$ cat src/rtl/spi_stat_pkg.sv
package spi_stat_pkg;

  localparam int unsigned STAT_W = 32;

  // Field view of the low bits of the status word; bit 0 is the last member.
  typedef struct packed {
    logic rxq_full;
    logic rxq_empty;
    logic txq_full;
    logic txq_empty;
    logic xfer_end;
    logic tx_free;
    logic rx_held;
  } stat_fields_t;

  localparam int unsigned FIELD_W = $bits(stat_fields_t);
  localparam int unsigned LVL_CNT = 4;

  // Width of a byte index for a word of wb bits (at least one bit).
  function automatic int unsigned byte_idx_w(input int unsigned wb);
    int unsigned n;
    n = wb / 8;
    return (n <= 2) ? 1 : $clog2(n);
  endfunction

endpackage

$ cat src/rtl/spi_msb_decode.sv
module spi_msb_decode
  import spi_stat_pkg::*;
#(
  parameter int unsigned WORD_BITS = 16,
  localparam int unsigned IDX_W = byte_idx_w(WORD_BITS),
  localparam int unsigned MSB_IDX = WORD_BITS / 8 - 1
) (
  input  logic             acc_en,
  input  logic [IDX_W-1:0] acc_idx,
  output logic             msb_hit
);

  assign msb_hit = acc_en && (acc_idx == IDX_W'(MSB_IDX));

endmodule

$ cat src/rtl/spi_flag_cell.sv
module spi_flag_cell (
  input  logic clk,
  input  logic rst,
  input  logic p0_en,
  input  logic p0_val,
  input  logic p1_en,
  input  logic p1_val,
  input  logic p2_en,
  input  logic p2_val,
  output logic q
);

  logic q_nxt;

  // Three-level priority: p0 over p1 over p2, otherwise hold.
  always_comb begin
    q_nxt = q;
    if (p0_en)      q_nxt = p0_val;
    else if (p1_en) q_nxt = p1_val;
    else if (p2_en) q_nxt = p2_val;
  end

  always_ff @(posedge clk) begin
    if (rst) q <= 1'b0;
    else     q <= q_nxt;
  end

endmodule

$ cat src/rtl/spi_lvl_mirror.sv
module spi_lvl_mirror #(
  parameter int unsigned N = 4
) (
  input  logic         clk,
  input  logic         rst,
  input  logic [N-1:0] lvl_in,
  output logic [N-1:0] lvl_q
);

  for (genvar i = 0; i < N; i++) begin : g_bit
    always_ff @(posedge clk) begin
      if (rst) lvl_q[i] <= 1'b0;
      else     lvl_q[i] <= lvl_in[i];
    end
  end

endmodule

$ cat src/rtl/spi_chan_status.sv
module spi_chan_status
  import spi_stat_pkg::*;
#(
  parameter int unsigned WORD_BITS = 16,
  localparam int unsigned IDX_W = byte_idx_w(WORD_BITS)
) (
  input  logic              clk,
  input  logic              rst,
  input  logic              chan_en,
  input  logic              tx_wr_en,
  input  logic [IDX_W-1:0]  tx_wr_byte,
  input  logic              rx_rd_en,
  input  logic [IDX_W-1:0]  rx_rd_byte,
  input  logic              shift_load,
  input  logic              rx_capture,
  input  logic              xfer_done,
  input  logic              txq_empty,
  input  logic              txq_full,
  input  logic              rxq_empty,
  input  logic              rxq_full,
  output logic [STAT_W-1:0] stat_word
);

  logic wr_msb;
  logic rd_msb;
  logic [LVL_CNT-1:0] lvl_q;
  stat_fields_t fld;

  spi_msb_decode #(.WORD_BITS(WORD_BITS)) u_wr_dec (
    .acc_en  (tx_wr_en),
    .acc_idx (tx_wr_byte),
    .msb_hit (wr_msb)
  );

  spi_msb_decode #(.WORD_BITS(WORD_BITS)) u_rd_dec (
    .acc_en  (rx_rd_en),
    .acc_idx (rx_rd_byte),
    .msb_hit (rd_msb)
  );

  // Transmit register empty: enable, then shifter load, then host MSB write.
  spi_flag_cell u_tx_free (
    .clk (clk), .rst (rst),
    .p0_en (chan_en),    .p0_val (1'b1),
    .p1_en (shift_load), .p1_val (1'b1),
    .p2_en (wr_msb),     .p2_val (1'b0),
    .q (fld.tx_free)
  );

  // Receive register full: enable, then capture, then host MSB read.
  spi_flag_cell u_rx_held (
    .clk (clk), .rst (rst),
    .p0_en (chan_en),    .p0_val (1'b0),
    .p1_en (rx_capture), .p1_val (1'b1),
    .p2_en (rd_msb),     .p2_val (1'b0),
    .q (fld.rx_held)
  );

  // End of transfer: a new load outranks the end of the previous transfer.
  spi_flag_cell u_xfer_end (
    .clk (clk), .rst (rst),
    .p0_en (shift_load), .p0_val (1'b0),
    .p1_en (xfer_done),  .p1_val (1'b1),
    .p2_en (1'b0),       .p2_val (1'b0),
    .q (fld.xfer_end)
  );

  spi_lvl_mirror #(.N(LVL_CNT)) u_lvl (
    .clk    (clk),
    .rst    (rst),
    .lvl_in ({rxq_full, rxq_empty, txq_full, txq_empty}),
    .lvl_q  (lvl_q)
  );

  assign fld.txq_empty = lvl_q[0];
  assign fld.txq_full  = lvl_q[1];
  assign fld.rxq_empty = lvl_q[2];
  assign fld.rxq_full  = lvl_q[3];

  assign stat_word = {{(STAT_W - FIELD_W){1'b0}}, fld};

endmodule

$ cat config.mk
export PLATFORM = sky130hd
export DESIGN_NAME = spi_chan_status
export DESIGN_NICKNAME = d
export VERILOG_FILES = /design/src/rtl/spi_stat_pkg.sv /design/src/rtl/spi_msb_decode.sv /design/src/rtl/spi_flag_cell.sv /design/src/rtl/spi_lvl_mirror.sv /design/src/rtl/spi_chan_status.sv
export SDC_FILE = /design/constraint.sdc
export NUM_CORES = 1
export LEC_CHECK = 0
export CAP_MARGIN = 0
export CORE_MARGIN = 3
export CORE_UTILIZATION = 28
export CTS_BUF_LIST = sky130_fd_sc_hd__clkbuf_4 sky130_fd_sc_hd__clkbuf_8
export CTS_CLUSTER_DIAMETER = 40
export DETAILED_ROUTE_END_ITERATION = 10
export PLACE_DENSITY_LB_ADDON = 0.2
export SLEW_MARGIN = 10
export SYNTH_ARGS = -nofsm -noshare
export SYNTH_HDL_FRONTEND = slang
export SYNTH_SLANG_ARGS = --single-unit
$ cat constraint.sdc
create_clock -name clk -period 0.9 [get_ports clk]
set_clock_uncertainty 0.05 [all_clocks]
set_input_delay 0.18 -clock clk [delete_from_list [all_inputs] [get_ports clk]]
set_output_delay 0.18 -clock clk [all_outputs]
set_load 0.005 [all_outputs]
==> flow_metrics.env <==
export IMPL_status="finished, violations left"
export IMPL_violations="negative setup slack"
export IMPL_cts_tree="yes"
export IMPL_synthArstFlopShare=0
export IMPL_insertion_delay_ps=250
export IMPL_dr_pass1_iters=1
export IMPL_die_area_sq_um=2030
export IMPL_regToRegStartpoint="u_tx_free.q$_SDFFE_PP0P_"
export IMPL_ctsHtreeMaxLevel=1
export IMPL_fp_dieH_um=45.0
export IMPL_avgViaCountPerCell=3.44
export IMPL_finalNetCount=84
export IMPL_routabilityCongestion=0.700
export IMPL_critPathKind="reg -> out"
export IMPL_grt_pass1_vias=242
export IMPL_wl_um=725
export IMPL_path_clk_slew_ps=60
export IMPL_hold_viol_final=0
export IMPL_regToRegSetupSlack_ps=130
export IMPL_cp_start_kind="flip-flop"
export IMPL_yosys_top_cells_area="buf_4, dfxtp_1, nor2b_1"
export IMPL_grt_overflow_total=0
export IMPL_synth_most_common_cell="buf_4"
export IMPL_synth_avg_cell_area_sq_um=8.89
export IMPL_maxCapViolations=0
export IMPL_power_total_mw=0.787
export IMPL_worstSetupEndpointType="primary output"
export IMPL_setup_slack_ps=-15.2
export IMPL_drive_gt1_frac=0.246
export IMPL_whs_ps=427
export IMPL_wl_per_cell_um=8.63
export IMPL_power_leakage_nw=0.282
export IMPL_cp_arrival_ps=690
export IMPL_synth_top_cell_area_share=0.493
export IMPL_yosysUniqueCellTypes=11
export IMPL_period_share=1.02
export IMPL_path_max_fanout=2
export IMPL_syn_to_final_growth_pct=28.2
export IMPL_fin_cells=84
export IMPL_multi_input_area_sq_um=166
export IMPL_synth_seq_cells=7
export IMPL_seqCellArea_sq_um=146
export IMPL_hold_end="u_lvl.lvl_q[2]$_SDFF_PP0_"
export IMPL_critPathBufInv=1
export IMPL_synth_edff_count=0
export IMPL_crit_slowest_cell="dfxtp_2"
export IMPL_port_buffers=20
export IMPL_ys_flop_type="dfxtp_1"
export IMPL_syn_inst=48
export IMPL_fin_crit_ps=915
export IMPL_r2r_cells=2
export IMPL_ir_drop_uv=476
export IMPL_clock_tree_root_cell="clkbuf_4"
export IMPL_placedCellCount=80
export IMPL_clkSinkCount=7
export IMPL_grt_antenna_before_repair=0
export IMPL_core_sq_um=1370
export IMPL_crit_path_max_incr_delay_ps=310
export IMPL_antenna_left=0
export IMPL_synth_common_cells="buf_4, dfxtp_1, nor2_1, nor2b_1"
export IMPL_ys_seq_area_frac=0.328
export IMPL_reg2reg_to="u_tx_free.q$_SDFFE_PP0P_"
export IMPL_worstPathRequired_ps=670
export IMPL_yosysWarnings=0
export IMPL_grtUsageTotal=0.0695
export IMPL_clockBufferDepth=2
export IMPL_min_delay_path_class="in -> reg"
export IMPL_fillers=146
export IMPL_cts_made_buffers=3
export IMPL_cts_hold_buf=0
export IMPL_syn_area_sq_um=427
export IMPL_fmax_mhz=1090
export IMPL_holdPathStages=2
export IMPL_power_density_nw_per_um2=1440
export IMPL_dp_hpwl_um=625
export IMPL_drc=0
export IMPL_row_count=13
export IMPL_rsz0062_at_grt="true"
export IMPL_vias=289
export IMPL_min_delay_start="rxq_empty"
export IMPL_grt_max_degree=6
export IMPL_path_delay_family="flip-flops"
export IMPL_cp_cell_sequence="buf_2"
export IMPL_io_pins=46
export IMPL_drv_slew=0
export IMPL_grt_pass1_wl_um=924
export IMPL_chipWidth_um=45.0
export IMPL_num_antenna_cells=0
export IMPL_yosys_area_top_type="buf_4"
export IMPL_dr_first_iter_drc_count=0
export IMPL_setup_violations=2
export IMPL_start_util=0.312
[power breakdown]
part | internal [mW] | switching, mW | leakage [nW]
registers | 0.330 | 0.00594 | 0.0596
clock network | 0.200 | 0.121 | 0.0184
logic | 0.0797 | 0.0518 | 0.204
[final cells by class]
type | count | area share
clock buffer | 4 | 0.0549
multi-input combinational | 37 | 0.304
sequential | 7 | 0.268
tap | 15 | 0.0343
timing repair buffer | 21 | 0.339
[worst reg2reg max path, cell delays in order (launching register included)]
cell	delay, ps
dfxtp_2	320
a21bo_1	200
a21oi_1	130
[per-layer routing]
layer	up-vias	routed length, um	GRT usage
met5	-	0	0
met4	0	8	0.0351
met3	3	145	0.0677
met2	27	353	0.116
met1	119	219	0.0510
li1	140	-	-
[sequential cells by signal (all words and copies together), names as in the netlist]
register and count:
u_lvl.lvl_q 4, u_rx_held.q 1, u_tx_free.q 1, u_xfer_end.q 1
[stage by stage]
step	utilization	cell area [sq um]	setup TNS [ps]	setup slack (ps)
CTS	0.389	532	-68.9	-25.7
detailed placement	0.390	533	-1920	-166
global route	0.400	547	-206	-41.9
floorplan	-	517	0	185
global placement	0.390	533	-1860	-172
finish	0.400	547	-28.4	-15.2
[cells by family after synthesis]
family / after synthesis / share of synthesized area
compound gates: 4 / 0.0704
buf+inv: 28 / 0.493
flops: 7 / 0.328
other cells: 1 / 0.00879
simple gates: 8 / 0.0997
[cell usage in the layout, fill, tap and decap left out]
cell,count
a21bo_1,1
a21boi_0,1
clkbuf_4,4
dfxtp_1,2
nor2_1,3
a21oi_1,1
nor3_1,1
conb_1,25
buf_6,2
nor2b_1,3
o21a_1,1
dfxtp_2,5
buf_4,1
and2b_1,1
clkdlybuf4s50_1,13
buf_2,5
[worst max path at each step]
stage                                    from  slack (ps)                         to  cells past startpoint
finish              u_xfer_end.q$_SDFFE_PP0P_         -20               stat_word[2]                      1
global route        u_xfer_end.q$_SDFFE_PP0P_         -40               stat_word[2]                      1
CTS                 u_xfer_end.q$_SDFFE_PP0P_         -30               stat_word[2]                      1
detailed placement                        rst        -170  u_lvl.lvl_q[3]$_SDFF_PP0_                      2
global placement                          rst        -170  u_lvl.lvl_q[3]$_SDFF_PP0_                      2
floorplan            u_tx_free.q$_SDFFE_PP0P_         180   u_tx_free.q$_SDFFE_PP0P_                      2
[what timing repair did]
| action | CTS | global route |
|---|---|---|
| gates resized for setup | 31 | 4 |
| endpoints found under the hold margin | 0 | 0 |
| pin swaps | 0 | 0 |
| buffers inserted | 0 | 0 |
| setup endpoints to repair | 7 | 7 |
(Power assumes the default switching activity.)
